## config.mk

```make
export PLATFORM = sky130hd
export DESIGN_NAME = exop_select
export DESIGN_NICKNAME = d
export VERILOG_FILES = /design/src/rtl/exop_select.sv
export SDC_FILE = /design/constraint.sdc
export NUM_CORES = 1
export LEC_CHECK = 0
export CORE_AREA = 2 2 127 129
export DETAILED_ROUTE_END_ITERATION = 16
export DIE_AREA = 0 0 129 131
export PLACE_DENSITY = 0.71
export SLEW_MARGIN = 20
export SYNTH_ARGS = -nofsm -noshare
export SYNTH_HDL_FRONTEND = slang
export SYNTH_SLANG_ARGS = --single-unit
```

## constraint.sdc

```tcl
create_clock -name vclk -period 7.95
set_input_delay 1.1925 -clock vclk [all_inputs]
set_output_delay 1.1925 -clock vclk [all_outputs]
set_load 0.01 [all_outputs]
```

## src/rtl/exop_select.sv

```systemverilog
module exop_select #(
  parameter int XLEN = 32,
  parameter int RIDX = 5,
  parameter bit ZERO_HARDWIRED = 1'b1
) (
  input  logic [RIDX-1:0] ex_src1,
  input  logic [RIDX-1:0] ex_src2,
  input  logic            ex_is_branch,
  input  logic            ex_use_imm,
  input  logic [RIDX-1:0] wb_dest,
  input  logic            wb_dest_valid,
  input  logic            wb_is_load,
  input  logic [XLEN-1:0] wb_load_data,
  input  logic [RIDX-1:0] fw1_tag,
  input  logic            fw1_valid,
  input  logic [XLEN-1:0] fw1_data,
  input  logic [RIDX-1:0] fw2_tag,
  input  logic            fw2_valid,
  input  logic [XLEN-1:0] fw2_data,
  input  logic [XLEN-1:0] opa_latch,
  input  logic [XLEN-1:0] opb_latch,
  input  logic [XLEN-1:0] pc_copy,
  input  logic [XLEN-1:0] imm_val,
  output logic [XLEN-1:0] op1,
  output logic [XLEN-1:0] op2,
  output logic [2:0]      sel1,
  output logic [2:0]      sel2
);

  localparam logic [2:0] SEL_REG   = 3'd0;
  localparam logic [2:0] SEL_FW2   = 3'd1;
  localparam logic [2:0] SEL_FW1   = 3'd2;
  localparam logic [2:0] SEL_LD    = 3'd3;
  localparam logic [2:0] SEL_FIXED = 3'd4;

  function automatic logic hit(input logic [RIDX-1:0] src,
                               input logic [RIDX-1:0] tag,
                               input logic            vld);
    return vld && (src == tag) && !(ZERO_HARDWIRED && (src == '0));
  endfunction

  function automatic logic [2:0] pick(input logic            fixed,
                                      input logic [RIDX-1:0] src,
                                      input logic            ld_ok,
                                      input logic [RIDX-1:0] ld_tag,
                                      input logic [RIDX-1:0] t1,
                                      input logic            v1,
                                      input logic [RIDX-1:0] t2,
                                      input logic            v2);
    if (fixed)                 return SEL_FIXED;
    if (hit(src, ld_tag, ld_ok)) return SEL_LD;
    if (hit(src, t1, v1))      return SEL_FW1;
    if (hit(src, t2, v2))      return SEL_FW2;
    return SEL_REG;
  endfunction

  logic wb_ld_live;
  assign wb_ld_live = wb_is_load & wb_dest_valid;

  assign sel1 = pick(ex_is_branch, ex_src1, wb_ld_live, wb_dest,
                     fw1_tag, fw1_valid, fw2_tag, fw2_valid);
  assign sel2 = pick(ex_use_imm, ex_src2, wb_ld_live, wb_dest,
                     fw1_tag, fw1_valid, fw2_tag, fw2_valid);

  always_comb begin
    case (sel1)
      SEL_FIXED: op1 = pc_copy;
      SEL_LD:    op1 = wb_load_data;
      SEL_FW1:   op1 = fw1_data;
      SEL_FW2:   op1 = fw2_data;
      default:   op1 = opa_latch;
    endcase
  end

  always_comb begin
    case (sel2)
      SEL_FIXED: op2 = imm_val;
      SEL_LD:    op2 = wb_load_data;
      SEL_FW1:   op2 = fw1_data;
      SEL_FW2:   op2 = fw2_data;
      default:   op2 = opb_latch;
    endcase
  end

endmodule

```

==> results of run 1 <==
## metrics by stage
stage          worst slack, ns  hold slack [ns]  cells
5_1_grt                   1.53             3.33    979
3_5_place_dp              1.80             3.29    979
2_1_floorplan             3.73             2.48    488
4_1_cts                   1.77             3.29    979
6_report                  1.69             3.29    979
3_3_place_gp              1.96             3.29    979
## kinds of logic after synthesis
kind of cell	Yosys count
buffers and inverters	101
AOI/OAI and AO/OA	201
and+or+nand+nor	156
xor gates and xnor gates	30
## worst paths after layout
kind / end / slack (ns) / depth (start not counted)
setup / recovery: op2[21] / 1.69 / 8
hold / removal: sel2[2] / 3.29 / 3
## cells in the final DEF (no fill, tap or decap)
cell type,synthesis,layout
sky130_fd_sc_hd__a22o_1,32,32
sky130_fd_sc_hd__nor3_1,65,65
sky130_fd_sc_hd__a31oi_1,33,32
sky130_fd_sc_hd__nand4_1,36,36
sky130_fd_sc_hd__a211oi_1,32,32
sky130_fd_sc_hd__nor4_1,3,2
sky130_fd_sc_hd__a31oi_4,0,1
sky130_fd_sc_hd__or3b_1,1,1
sky130_fd_sc_hd__inv_1,34,33
sky130_fd_sc_hd__nand2_1,2,2
sky130_fd_sc_hd__o31a_1,1,1
sky130_fd_sc_hd__or3_1,4,4
sky130_fd_sc_hd__xor2_1,11,11
sky130_fd_sc_hd__o211ai_1,33,33
sky130_fd_sc_hd__buf_2,1,2
sky130_fd_sc_hd__clkdlybuf4s50_1,0,323
sky130_fd_sc_hd__buf_4,3,17
sky130_fd_sc_hd__nor4_2,0,1
sky130_fd_sc_hd__a21oi_1,3,3
sky130_fd_sc_hd__inv_2,0,1
sky130_fd_sc_hd__nand3_2,0,2
sky130_fd_sc_hd__o22a_1,32,32
sky130_fd_sc_hd__o31ai_4,0,1
sky130_fd_sc_hd__or4_4,1,1
sky130_fd_sc_hd__and3_1,2,2
sky130_fd_sc_hd__a32oi_1,32,32
sky130_fd_sc_hd__o21a_1,1,1
sky130_fd_sc_hd__or2_1,1,1
sky130_fd_sc_hd__and4_1,1,1
sky130_fd_sc_hd__o211ai_4,1,1
sky130_fd_sc_hd__and2_1,34,34
sky130_fd_sc_hd__and2_0,1,1
sky130_fd_sc_hd__xnor2_1,19,19
sky130_fd_sc_hd__nor2_1,3,3
## area by class of cell
| cell class | count | area, µm² | area share, % |
|---|---|---|---|
| inverter | 34 | 128 | 1.95 |
| multi-input combinational | 387 | 2790 | 42.6 |
| tap | 216 | 270 | 4.12 |
| timing repair buffer | 342 | 3370 | 51.4 |
## routing by layer
layer / share of wire [%] / GRT usage, % / vias to the layer above
met5: 0 / 0 / -
met4: 2.6 / 7.23 / 0
met3: 9.3 / 5.05 / 41
met2: 48 / 40.7 / 383
met1: 40 / 28.2 / 2565
li1: - / - / 2520
## cell usage after synthesis (all sizes together) (3+ instances only)
cell type and n:
a211oi 32, xor2 11, o22a 32, inv 34
a21oi 3, o211ai 34, or3 4, a31oi 33
buf 10, clkbuf 57, a32oi 32, xnor2 19
nand4 36, nor2 3, a22o 32, nor3 65
and2 35, nor4 3
## power by group
part	leakage [nW]	internal [mW]	total, mW	switching [mW]
Sequential	0	0	0	0
Combinational	2.18	0.222	0.377	0.156
Clock	0	0	0	0
Total	2.18	0.222	0.377	0.156
## worst max-delay path, delay by kind of cell
kind,cells,cell delay (ns)
compound gates,1,0.21
buf+inv,3,1.41
xor+xnor,1,0.18
simple gates,3,2.05
==> results_dict.tcl, run 1 <==
set metrics [dict create \
    status "finished, final reports clean" \
    max_clock_freq_ghz 0.160 \
    drt-total-wl_mm 21.1 \
    post_cts_resized 0 \
    synthesis.yosys.warnings 0 \
    grt_setup_unrepaired "no" \
    yosys.cell_types.count 33 \
    finalSetupViolCount 0 \
    totalNegativeSetupSlack_ns 0 \
    die_w_um 129 \
    nets 1020 \
    start_kind "input pin" \
    synthesis.nets 743 \
    postSynthAreaPerCell_um2 6.48 \
    post_synthesis_share_of_cell_area_spent_on_full_adders_half_adders_and_majority_gates_pct 0 \
    count_of_buffers_from_port_buffering 325 \
    final_util_pct 42.1 \
    power_density_nw_per_um2 57.5 \
    finalWeightedCongestion 0.908 \
    fin_total_pwr_mw 0.377 \
    floorplan.core_area_um2 15600 \
    cellLeakagePower_nw 2.18 \
    mappedNetlistArea_um2 3160 \
    post-route-period-util_pct 78.8 \
    min_from "ex_use_imm" \
    cpMostUsedCell "sky130_fd_sc_hd__clkdlybuf4s50_1" \
    dr_total_vias 5509 \
    fp.dieArea_um2 16900 \
    synth_top_area_share_pct 10.3 \
    path_class "in -> out" \
    track_usage_pct 23.1 \
    numSequentialCells 0 \
    post_drt_via_cell_ratio 5.63 \
    cp-end-kind "primary output" \
    worst_ir_drop_on_vdd_uv 37.9 \
    routed_wire_length_per_instance_um 21.5 \
    detailedRoute.firstPassIterationCount 5 \
    seq_area_frac_synth_pct 0 \
    post_synth_main_area_contributors "sky130_fd_sc_hd__nor3_1, sky130_fd_sc_hd__a22o_1, sky130_fd_sc_hd__a32oi_1" \
    synth-xor-area-share_pct 8.31 \
    worst-endpoint-required_ns 6.76 \
    dpl.hpwl_mm 15.8 \
    drive_gt1_share_pct 3.54 \
    worstPathMaxFanout 35 \
    first_global_vias 5596 \
    syn2layout_area_growth_pct 108 \
    n_antenna_cell 0 \
    time_the_worst_path_needs_with_i_o_delays_and_setup_ns 6.26 \
    synth_top_area_cell "sky130_fd_sc_hd__nor3_1" \
    path_cells "clkdlybuf4s50_1 > xor2_1 > nor3_1 > nand3_2 > and4_1 > buf_4 > a32oi_1 > clkdlybuf4s50_1" \
    detail_route.iter0.violations 307 \
    final-hold-violation-count 0 \
    post_synth_inst_count 488 \
    area.sequential_um2 0 \
    grt.overflow.total 0 \
    grt_pass1_wl_mm 30.9 \
    combinational_family_with_the_most_area_after_synthesis "compound AO/OA/AOI/OAI gates" \
    fin_area_um2 6560 \
    route.antenna.remaining_nets 0 \
    arrival_ns 5.07 \
    yosys.area_share.simple_pct 28.1 \
    timing_max_transition_violations_final 0 \
    place_area_um2 6560 \
    drc_markers 0 \
    initial_core_util_pct 20.3 \
    maxSlewHeadroom_pct 28.4 \
    yosys-mux-area-fraction_pct 0 \
    min-delay-path-class "in -> out" \
    timing.max_cap.violations 0 \
    grt_max_degree 66 \
    holdBufCountCts 0 \
    worstMarginPinSlew_ns 1.07 \
    cts_setup_buffers 0 \
    clkbuf_count 0 \
    num_rows 46 \
    i_o_pin_count 325 \
    synth_area_in_compound_gates_pct 50.5 \
    antenna_violations_before_repair 0 \
    timing.critical_path.from "ex_src2[3]" \
    num-fill-cells 1642 \
    crit_path_top_delay_cell "sky130_fd_sc_hd__nand3_2" \
    die_y_um 131 \
    cp_slowest_stage_delay_ns 0.78 \
]
(Power assumes the default switching activity.)
==> run 2: changes to the inputs <==
--- a/config.mk
+++ b/config.mk
@@ -8,7 +8,7 @@
 export CORE_AREA = 2 2 127 129
 export DETAILED_ROUTE_END_ITERATION = 16
 export DIE_AREA = 0 0 129 131
-export PLACE_DENSITY = 0.71
+export PLACE_DENSITY = 0.74
 export SLEW_MARGIN = 20
 export SYNTH_ARGS = -nofsm -noshare
 export SYNTH_HDL_FRONTEND = slang
==> constraint.sdc (replaced) <==
create_clock -name vclk -period 5.5
set_input_delay 0.825 -clock vclk [all_inputs]
set_output_delay 0.825 -clock vclk [all_outputs]
set_load 0.01 [all_outputs]
==> run 2 against run 1 <==
Design area grew 1.7%. Cell count up 0.92%. Sequential share of layout area unchanged. Flip-flop and latch count unchanged. Non-clock buffer count up 9. Largest cell class unchanged. Highest routed layer unchanged.
==> results_dict.tcl, run 2 (same netlist as run 1, synthesis figures left out) <==
set metrics [dict create \
    n_antenna_cell 0 \
    grt_max_degree 37 \
    post_drt_via_cell_ratio 5.76 \
    detailedRoute.firstPassIterationCount 5 \
    numSequentialCells 0 \
    global_route.peak_usage_layer "met2" \
    start_kind "input pin" \
    gr-usage-met3_pct 3.83 \
    track_usage_pct 23.2 \
    cpMostUsedCell "sky130_fd_sc_hd__clkdlybuf4s50_1" \
    max_clock_freq_ghz 0.205 \
    share_comb_of_total_power_pct 100.0 \
    finalWeightedCongestion 0.914 \
    timing.critical_path.from "ex_src1[2]" \
    post_cts_resized 0 \
    finalSetupViolCount 0 \
    cp_num_cells 8 \
    routed_wire_length_per_instance_um 21.7 \
    place_area_um2 6670 \
    arrival_ns 4.06 \
    maxSlewHeadroom_pct 40.6 \
    power_switching_mw 0.228 \
    worst_setup_path_end "op1[11]" \
    antenna_violations_before_repair 0 \
    detail_route.iter0.violations 454 \
    p_int_mw 0.325 \
    path_cells "clkdlybuf4s50_1 > or4_4 > o211ai_4 > buf_4 > nor3_1 > a211oi_1 > o22a_1 > clkdlybuf4s50_1" \
    cp_num_buf_inv 3 \
    num-fill-cells 1620 \
    worst-endpoint-required_ns 4.68 \
    num_rows 46 \
    most-common-layout-cells "sky130_fd_sc_hd__clkdlybuf4s50_1, sky130_fd_sc_hd__nor3_1, sky130_fd_sc_hd__nand4_1" \
    worst_path_dominant_cell_family "buffers and inverters" \
    worstMarginPinSlew_ns 0.889 \
    initial_core_util_pct 20.3 \
    clkbuf_count 0 \
    i_o_pin_count 325 \
    fp.dieArea_um2 16900 \
    grt_use_met1_pct 29.7 \
    final-hold-violation-count 0 \
    worst_ir_drop_on_vdd_uv 47.9 \
    crit_path_top_delay_cell "sky130_fd_sc_hd__or4_4" \
    time_the_worst_path_needs_with_i_o_delays_and_setup_ns 4.88 \
    dpl.hpwl_mm 16.2 \
    totalNegativeSetupSlack_ns 0 \
    syn2layout_area_growth_pct 111 \
    status "finished, final reports clean" \
    power.share.clock_pct 0 \
    floorplan.core_area_um2 15600 \
    cp_slowest_stage_delay_ns 0.61 \
    grt_setup_unrepaired "no" \
    share_seq_of_total_power_pct 0 \
    fin_total_pwr_mw 0.554 \
    drc_markers 0 \
    worstPathMaxFanout 20 \
    die_y_um 131 \
    path_class "in -> out" \
    holdBufCountCts 0 \
    fin_area_um2 6670 \
    area.sequential_um2 0 \
    drt-total-wl_mm 21.4 \
    post-route-period-util_pct 88.8 \
    die_w_um 129 \
    power.switching_fraction_pct 41.2 \
    first_global_vias 5444 \
    nets 1029 \
    route.antenna.remaining_nets 0 \
    timing.max_cap.violations 0 \
    min-delay-path-class "in -> out" \
    cellLeakagePower_nw 2.24 \
    timing_max_transition_violations_final 0 \
    layout_commonest_cell "sky130_fd_sc_hd__clkdlybuf4s50_1" \
    power_density_nw_per_um2 83.0 \
    drive_gt1_share_pct 4.53 \
    grt_pass1_wl_mm 30.7 \
    cts_setup_buffers 0 \
    dr_total_vias 5689 \
    grt_util_met2_pct 39.3 \
    count_of_buffers_from_port_buffering 325 \
    grt.overflow.total 0 \
    cp-end-kind "primary output" \
]
run 2: worst min-delay path by stage:
stage                             from      end  slack, ns  cells past startpoint
final                     ex_is_branch  sel1[1]       2.47                      3
after global placement    ex_is_branch  sel1[1]       2.50                      3
after global routing      ex_is_branch  sel1[1]       2.52                      3
after CTS                 ex_is_branch  sel1[1]       2.50                      3
after detailed placement  ex_is_branch  sel1[1]       2.49                      3
after floorplan           ex_is_branch  sel1[2]       1.74                      1
run 2: area by class of cell:
| class | count | area [µm²] | share of cell area (%) |
|---|---|---|---|
| well taps | 216 | 270 | 4.05 |
| multi-input cells | 387 | 2790 | 41.9 |
| inverters | 34 | 128 | 1.91 |
| repair buffers | 351 | 3480 | 52.2 |
run 2: power groups by stage:
| stage | clock network, mW | logic [mW] | registers (mW) |
|---|---|---|---|
| 2_1_floorplan | 0 | 0.194 | 0 |
| 3_3_place_gp | 0 | 0.545 | 0 |
| 3_5_place_dp | 0 | 0.548 | 0 |
| 4_1_cts | 0 | 0.551 | 0 |
| 5_1_grt | 0 | 0.586 | 0 |
| 6_report | 0 | 0.554 | 0 |
run 2: worst min-delay path, cell delays in order:
cell and delay, ns:
sky130_fd_sc_hd__buf_2 0.25, sky130_fd_sc_hd__a21oi_1 0.07, sky130_fd_sc_hd__clkdlybuf4s50_1 0.49
run 2: per-layer routing:
layer / share of wire [%] / vias up
met5: 0 / -
met4: 3.0 / 0
met3: 9.9 / 55
met2: 47 / 414
met1: 40 / 2674
li1: - / 2546
run 2: metrics by stage:
stage                     utilization, %  hold WS, ns  worst slack, ns  std cells
final                               42.8         2.47            0.617        988
after global routing                42.8         2.52            0.479        988
after CTS                           42.8         2.50            0.638        988
after detailed placement            42.8         2.49            0.631        988
after global placement              42.8         2.50            0.661        988
after floorplan                        -         1.74             2.02        488
